$ cat src/rtl/wp_pkg.sv
package wp_pkg;
    localparam int CTL_W     = 9;
    localparam int CTL_DIR   = 0;
    localparam int CTL_SZ_LO = 1;
    localparam int CTL_MODE  = 3;
    localparam int CTL_PRIV  = 4;
    localparam int CTL_EXT   = 5;
    localparam int CTL_EN    = 8;

    // bits never compared (reserved) and bits whose mask is never honoured
    localparam logic [CTL_W-1:0] CTL_IGNORED = 9'h0C0;
    localparam logic [CTL_W-1:0] CTL_LOCKED  = (9'h1 << CTL_MODE) | (9'h1 << CTL_EN);

    typedef enum logic [2:0] {
        FLD_ADDR_VAL = 3'd0,
        FLD_ADDR_MSK = 3'd1,
        FLD_DATA_VAL = 3'd2,
        FLD_DATA_MSK = 3'd3,
        FLD_CTRL_VAL = 3'd4,
        FLD_CTRL_MSK = 3'd5
    } wp_field_e;
endpackage

$ cat src/rtl/wp_masked_cmp.sv
module wp_masked_cmp #(
    parameter int W = 32,
    parameter logic [W-1:0] FORCE_IGNORE = '0,
    parameter logic [W-1:0] NEVER_MASK   = '0
) (
    input  logic [W-1:0] ref_val,
    input  logic [W-1:0] ref_msk,
    input  logic [W-1:0] observed,
    output logic         hit
);
    logic [W-1:0] eff_msk;
    logic [W-1:0] diff;

    always_comb begin
        eff_msk = (ref_msk & ~NEVER_MASK) | FORCE_IGNORE;
        diff    = (ref_val ^ observed) & ~eff_msk;
        hit     = (diff == '0);
    end
endmodule

$ cat src/rtl/wp_unit.sv
module wp_unit
    import wp_pkg::*;
#(
    parameter int ADDR_W = 32,
    parameter int DATA_W = 32,
    parameter int REG_W  = 32
) (
    input  logic              clk,
    input  logic              rst_n,
    input  logic              wr_en,
    input  wp_field_e         wr_field,
    input  logic [REG_W-1:0]  wr_data,
    input  logic [ADDR_W-1:0] obs_addr,
    input  logic [DATA_W-1:0] obs_data,
    input  logic [CTL_W-1:0]  obs_ctl,
    output logic              hit,
    output logic              enabled,
    output logic              data_mode
);
    typedef struct packed {
        logic [ADDR_W-1:0] addr_val;
        logic [ADDR_W-1:0] addr_msk;
        logic [DATA_W-1:0] data_val;
        logic [DATA_W-1:0] data_msk;
        logic [CTL_W-1:0]  ctl_val;
        logic [CTL_W-1:0]  ctl_msk;
    } regs_t;

    regs_t regs_d, regs_q;

    always_comb begin
        regs_d = regs_q;
        if (wr_en) begin
            case (wr_field)
                FLD_ADDR_VAL: regs_d.addr_val = wr_data[ADDR_W-1:0];
                FLD_ADDR_MSK: regs_d.addr_msk = wr_data[ADDR_W-1:0];
                FLD_DATA_VAL: regs_d.data_val = wr_data[DATA_W-1:0];
                FLD_DATA_MSK: regs_d.data_msk = wr_data[DATA_W-1:0];
                FLD_CTRL_VAL: regs_d.ctl_val  = wr_data[CTL_W-1:0];
                FLD_CTRL_MSK: regs_d.ctl_msk  = wr_data[CTL_W-1:0];
                default: ;
            endcase
        end
    end

    always_ff @(posedge clk or negedge rst_n) begin
        if (!rst_n) regs_q <= '0;
        else        regs_q <= regs_d;
    end

    logic addr_hit, data_hit, ctl_hit;

    wp_masked_cmp #(.W(ADDR_W)) u_addr_cmp (
        .ref_val(regs_q.addr_val), .ref_msk(regs_q.addr_msk),
        .observed(obs_addr), .hit(addr_hit)
    );

    wp_masked_cmp #(.W(DATA_W)) u_data_cmp (
        .ref_val(regs_q.data_val), .ref_msk(regs_q.data_msk),
        .observed(obs_data), .hit(data_hit)
    );

    wp_masked_cmp #(
        .W(CTL_W), .FORCE_IGNORE(CTL_IGNORED), .NEVER_MASK(CTL_LOCKED)
    ) u_ctl_cmp (
        .ref_val(regs_q.ctl_val), .ref_msk(regs_q.ctl_msk),
        .observed(obs_ctl), .hit(ctl_hit)
    );

    assign hit       = addr_hit & data_hit & ctl_hit;
    assign enabled   = regs_q.ctl_val[CTL_EN];
    assign data_mode = regs_q.ctl_val[CTL_MODE];
endmodule

$ cat src/rtl/wp_data_watch.sv
module wp_data_watch
    import wp_pkg::*;
#(
    parameter int NUM_WP = 2,
    parameter int ADDR_W = 32,
    parameter int DATA_W = 32,
    localparam int UNIT_W = (NUM_WP > 1) ? $clog2(NUM_WP) : 1,
    localparam int REG_W  = (ADDR_W > DATA_W) ? ADDR_W : DATA_W
) (
    input  logic              clk,
    input  logic              rst_n,
    input  logic              cfg_we,
    input  logic [UNIT_W-1:0] cfg_unit,
    input  logic [2:0]        cfg_field,
    input  logic [REG_W-1:0]  cfg_wdata,
    input  logic              bus_valid,
    input  logic [ADDR_W-1:0] bus_addr,
    input  logic [DATA_W-1:0] bus_data,
    input  logic              bus_write,
    input  logic [1:0]        bus_size,
    input  logic              bus_priv,
    input  logic [NUM_WP-1:0] ext_cond,
    output logic [NUM_WP-1:0] wp_match,
    output logic              wp_any
);
    typedef struct packed {
        logic [NUM_WP-1:0] match;
        logic              any;
    } out_t;

    out_t out_d, out_q;

    logic [NUM_WP-1:0] unit_hit;
    logic [NUM_WP-1:0] unit_en;
    logic [NUM_WP-1:0] unit_mode;

    for (genvar i = 0; i < NUM_WP; i++) begin : g_unit
        logic [CTL_W-1:0] obs_ctl;
        logic             wr_sel;

        always_comb begin
            obs_ctl                 = '0;
            obs_ctl[CTL_DIR]        = bus_write;
            obs_ctl[CTL_SZ_LO+:2]   = bus_size;
            obs_ctl[CTL_MODE]       = 1'b1;
            obs_ctl[CTL_PRIV]       = bus_priv;
            obs_ctl[CTL_EXT]        = ext_cond[i];
            obs_ctl[CTL_EN]         = 1'b1;
            wr_sel = cfg_we && (cfg_unit == UNIT_W'(i));
        end

        wp_unit #(.ADDR_W(ADDR_W), .DATA_W(DATA_W), .REG_W(REG_W)) u_unit (
            .clk      (clk),
            .rst_n    (rst_n),
            .wr_en    (wr_sel),
            .wr_field (wp_field_e'(cfg_field)),
            .wr_data  (cfg_wdata),
            .obs_addr (bus_addr),
            .obs_data (bus_data),
            .obs_ctl  (obs_ctl),
            .hit      (unit_hit[i]),
            .enabled  (unit_en[i]),
            .data_mode(unit_mode[i])
        );
    end

    always_comb begin
        out_d.match = bus_valid ? unit_hit : '0;
        out_d.any   = |out_d.match;
    end

    always_ff @(posedge clk or negedge rst_n) begin
        if (!rst_n) out_q <= '0;
        else        out_q <= out_d;
    end

    assign wp_match = out_q.match;
    assign wp_any   = out_q.any;
endmodule

$ cat config.mk
export PLATFORM = sky130hd
export DESIGN_NAME = wp_data_watch
export DESIGN_NICKNAME = d
export VERILOG_FILES = /design/src/rtl/wp_pkg.sv /design/src/rtl/wp_masked_cmp.sv /design/src/rtl/wp_unit.sv /design/src/rtl/wp_data_watch.sv
export SDC_FILE = /design/constraint.sdc
export NUM_CORES = 1
export LEC_CHECK = 0
export BUFFER_PORTS_ARGS = -buffer_cell sky130_fd_sc_hd__buf_2
export CORE_MARGIN = 5
export CORE_UTILIZATION = 56
export CTS_BUF_LIST = sky130_fd_sc_hd__clkbuf_8
export CTS_CLUSTER_DIAMETER = 60
export DETAILED_ROUTE_END_ITERATION = 8
export GPL_TIMING_DRIVEN = 0
export HOLD_SLACK_MARGIN = 0.12
export MAX_ROUTING_LAYER = met4
export PLACE_DENSITY = 0.79
export SLEW_MARGIN = 25
export SYNTH_ARGS = -nofsm -noshare
export SYNTH_HDL_FRONTEND = slang
export SYNTH_HIERARCHICAL = 1
export SYNTH_SLANG_ARGS = --single-unit
$ cat constraint.sdc
create_clock -name clk -period 1.39 [get_ports clk]
set_input_delay 0.139 -clock clk [delete_from_list [all_inputs] [get_ports clk]]
set_output_delay 0.139 -clock clk [all_outputs]
set_load 0.005 [all_outputs]
==> results_dict.tcl, run 1 <==
set metrics [dict create \
    status "finished, violations left" \
    violations "setup timing" \
    grt_pass1_wl_microns 46500 \
    dp_slack_ps -718 \
    r2r_cells 6 \
    drc 0 \
    rsz0062_at_grt "yes" \
    totalWireLength_microns 30400 \
    setup-tns-final_ps -3370 \
    cp-start-kind "register" \
    multiInputGateArea_sq_um 5490 \
    maxCapViolations 0 \
    htreeDepth 2 \
    setup_viol 53 \
    antenna_found_initial 0 \
    powerDensity_nw_per_um2 1520 \
    worstPathArrival_ps 2240 \
    vias 7769 \
    fp.dieH_microns 160 \
    critPathKind "reg -> reg" \
    final_area_sq_um 15400 \
    clk_pin_slew_ps 60 \
    min_period_over_period 1.27 \
    cts_tree "built" \
    drive_gt1_frac 0.381 \
    row_count 55 \
    start_util 0.564 \
    die-area_sq_um 25700 \
    placed_area_sq_um 13700 \
    avgRoutedWirePerCell_microns 22.0 \
    fin_cells 1382 \
    min_period_ps 1760 \
    drv_slew 0 \
    critical_path.max_fanout 2 \
    clock-sinks 283 \
    dp.final_hpwl_microns 20000 \
    finish.utilization 0.686 \
    worstHoldPathType "in -> async" \
    grt_max_degree 95 \
    whs_ps 53.2 \
    cts_buffers 46 \
    core-area_sq_um 22400 \
    grt_pass1_vias 8351 \
    nNetsFinal 1173 \
    avgViaCountPerCell 5.62 \
    ir_drop_mv 0.919 \
    critPathRequiredTime_ps 1860 \
    drt.antenna.violating_nets 0 \
    worstSetupEndpointType "register" \
    fin_worst_skew_ps 14.6 \
    max_freq_ghz 0.567 \
    clkLatencyLatePin_ps 550 \
    areaGrowthSynthToFinish_pct 21.7 \
    track_usage 0.240 \
    p_leak_nw 6.76 \
    firstDrtPassIters 4 \
    overflow 0 \
    dp.cells 1251 \
    cts_root_buffer "clkbuf_8" \
    num_antenna_cells 0 \
    place_congestion 0.771 \
    yosysWarnings 6 \
    cts_hold_buffers 38 \
    fillCellCount 1535 \
    syn-cell-area_sq_um 12600 \
    seq_area_sq_um 7080 \
    clk_path_buf_depth 3 \
    io-pin-count 113 \
    p_total_mw 23.3 \
    drtIter0Drc 487 \
    die_x_microns 160 \
    worst_slack_ps -373 \
    portBuffers 111 \
    synth_area_per_cell_sq_um 14.9 \
    hold_violations 0 \
    syn_inst 849 \
]
-- area by class of cell --
| class | count | share of cell area |
|---|---|---|
| flip-flops and latches | 283 | 0.460 |
| multi-input cells | 537 | 0.357 |
| repair buffers | 163 | 0.0745 |
| clock buffers | 57 | 0.0510 |
| plain buffers | 32 | 0.0242 |
| well taps | 285 | 0.0232 |
| clock inverters | 25 | 0.00992 |
-- path summary, 6_finish.rpt --
| check | startpoint | endpoint | slack, ps |
|---|---|---|---|
| min in group clk | cfg_field[0] | g_unit[1].u_unit/regs_q[18] | 180 |
| worst min-delay path | rst_n | g_unit[0].u_unit/regs_q[72] | 50 |
| worst max register to register | g_unit[0].u_unit/regs_q[116] | wp_any | -370 |
| max in group asynchronous | rst_n | g_unit[1].u_unit/regs_q[123] | 200 |
| worst min register to register | g_unit[0].u_unit/regs_q[105] | g_unit[0].u_unit/regs_q[105] | 490 |
| worst max-delay path | g_unit[0].u_unit/regs_q[116] | wp_any | -370 |
-- where the power goes --
part	internal, mW	switching (mW)	total [mW]
Combinational	2.74	2.09	4.84
Clock	4.05	3.11	7.17
Sequential	10.1	1.17	11.3
-- registers in the layout, indices dropped and copies added, names as in the netlist --
name	cells
wp_any	1
g_unit.u_unit/enabled	2
g_unit.u_unit/regs_q	276
g_unit.u_unit/data_mode	2
wp_match	2
-- worst max-delay path: stages, from the launching register on --
cell,delay [ps]
dfrtp_1,410
xnor2_2,210
o22ai_2,120
nor4_4,380
and4_1,250
and3_4,200
o21a_1,130
-- repair_timing --
action                     CTS  global route
setup endpoints to repair    3           123
hold endpoints to repair   388            38
pin swaps                    9            21
buffers inserted             1             9
gates resized for setup     24            21
cloned                       0             2
-- layer usage --
layer	GRT usage	vias to the layer above	wire length, microns
met5	-	-	0
met4	0.0716	0	682
met3	0.0408	43	1300
met2	0.376	166	15000
met1	0.326	4034	13400
li1	-	3526	-
-- layout by cell type, fill, tap and decap left out, drive strengths merged --
master        count
nor3              2
xnor2           142
o22ai            68
clkinvlp          1
dlygate4sd3      36
o211ai            2
nand4b            4
buf             156
clkinv            2
mux2            280
and4bb            2
and2              3
dlymetal6s4s      1
inv              20
o21a              1
nor4bb            4
dfrtp           283
conb              4
nor4             16
bufinv            2
nor4b             2
and2b             1
clkbuf           59
and3              2
and4              4
Power figures use the tool's default switching activity.
==> inputs of run 2 (changes only) <==
Settings changed: CORE_UTILIZATION 56 to 45, CTS_CLUSTER_DIAMETER 60 to default, PLACE_DENSITY 0.79 to 0.65.
==> results_dict.tcl, run 2 (synthesis results as in run 1) <==
set metrics [dict create \
    rsz0062_at_grt "yes" \
    drt.antenna.violating_nets 0 \
    drtIter0Drc 423 \
    firstDrtPassIters 4 \
    intPower_mw 17.2 \
    critical_path.max_fanout 2 \
    clk_path_buf_depth 3 \
    dp_slack_ps -783 \
    power.switching_mw 6.57 \
    worst_slack_ps -340 \
    cts_buffers 49 \
    critPathKind "reg -> reg" \
    share_seq_of_total_power 0.475 \
    top_register "g_unit.u_unit/regs_q" \
    drv_slew 0 \
    grt_pass1_vias 8337 \
    violations "setup timing" \
    overflow 0 \
    cp-start-kind "register" \
    cts_tree "built" \
    grt_busiest_layer "met2" \
    dp.cells 1344 \
    drc 0 \
    vias 7656 \
    fillCellCount 2329 \
    setup_viol 9 \
    worstHoldPathType "in -> async" \
    critical-path-slowest-cell "dfrtp_1" \
    cpPeakStageDelay_ps 390 \
    layout_commonest_cell "dfrtp_1" \
    finish.utilization 0.564 \
    use_met2 0.327 \
    track_usage 0.209 \
    totalWireLength_microns 31800 \
    powerDensity_nw_per_um2 1520 \
    fin_worst_skew_ps 17.5 \
    p_leak_nw 6.84 \
    setup-tns-final_ps -1020 \
    avgRoutedWirePerCell_microns 21.4 \
    clock-sinks 283 \
    clk_pin_slew_ps 60 \
    min_period_over_period 1.24 \
    areaGrowthSynthToFinish_pct 23.9 \
    critPathRequiredTime_ps 1890 \
    combPwrFrac 0.205 \
    dp.final_hpwl_microns 20900 \
    max_freq_ghz 0.578 \
    core-area_sq_um 27800 \
    met3_usage 0.0341 \
    maxCapViolations 0 \
    htreeDepth 2 \
    grt_pass1_wl_microns 48700 \
    die-area_sq_um 31500 \
    die_x_microns 178 \
    worstPathArrival_ps 2230 \
    antenna_found_initial 1 \
    place_congestion 0.756 \
    min_period_ps 1730 \
    largest_reg_flops 276 \
    switching_share 0.276 \
    crit_chain "xnor2_1, o22ai_1, nor4_2, and4_1, and3_1, and2_4" \
    worstSetupEndpointType "register" \
    final_cell_mix "dfrtp_1 (283), mux2_2 (152), xnor2_1 (129)" \
    final_area_sq_um 15700 \
    ir_drop_mv 0.662 \
    grtUsageMet1 0.290 \
    fin_cells 1483 \
    io-pin-count 113 \
    status "finished, violations left" \
    cp.buffers_inverters 0 \
    nNetsFinal 1176 \
    hold_violations 0 \
    placed_area_sq_um 13800 \
    drive_gt1_frac 0.389 \
    critPathTopFamily "simple AND/OR/NAND/NOR gates" \
    cts_root_buffer "clkbuf_8" \
    row_count 61 \
    avgViaCountPerCell 5.16 \
    clkLatencyLatePin_ps 560 \
    fp.dieH_microns 178 \
    start_util 0.455 \
    grt_max_degree 90 \
    portBuffers 111 \
    p_clk_frac 0.319 \
]
## run 2: changes by cell type in the layout (fill, tap and decap cells not counted), moves of 3 or more
cell / change
buf_12: +3
clkbuf_8: +7
mux2_1: -3
mux2_4: +3
nor4_2: -3
nor4_4: +3
## run 2: per-layer routing
metal | vias to the layer above | part of all wire
met3 | 39 | 0.055
met4 | 0 | 0.013
met2 | 151 | 0.48
met1 | 3925 | 0.46
met5 | - | 0
li1 | 3541 | -
## run 2: area by class of cell
class	instances	area [sq um]	area share
Antenna cell	1	2.50	0.000160
Buffer	32	392	0.0250
Clock buffer	64	881	0.0562
Clock inverter	25	126	0.00807
Multi-Input combinational cell	537	5540	0.354
Sequential cell	283	7080	0.452
Tap cell	378	473	0.0302
Timing Repair Buffer	163	1170	0.0745
## run 2: repair_timing
action,in CTS,in global routing
buffers inserted,0,9
hold endpoints to repair,490,46
resized for setup,27,32
hold buffers,38,1
pin swaps,7,14
cloned,0,3
endpoints found under the setup margin,3,154
## run 2: worst paths after layout
check / start / end / slack, ps / cells after the start
worst max-delay path: g_unit[0].u_unit/regs_q[58] / wp_match[0] / -340 / 6
worst min-delay path: rst_n / g_unit[0].u_unit/regs_q[136] / 70 / 2
worst max register to register: g_unit[0].u_unit/regs_q[58] / wp_match[0] / -340 / 6
worst min register to register: g_unit[0].u_unit/regs_q[103] / g_unit[0].u_unit/regs_q[103] / 490 / 1
max in group asynchronous: rst_n / g_unit[1].u_unit/regs_q[106] / 230 / 4
min in group clk: cfg_field[0] / g_unit[0].u_unit/regs_q[81] / 130 / 4
## run 2: metrics by stage
step,hold slack (ps),power [mW]
2_1_floorplan,-157,14.2
3_3_place_gp,378,15.5
3_5_place_dp,59.1,15.7
4_1_cts,51.7,23.8
5_1_grt,75.4,25.1
6_report,70.3,23.8
## run 2: power groups by stage
stage,clock network [mW],registers [mW],logic [mW]
floorplan,0,11.1,3.11
global placement,0,11.3,4.22
detailed placement,0,11.4,4.35
CTS,7.77,11.3,4.73
global route,8.20,11.5,5.32
finish,7.59,11.3,4.89
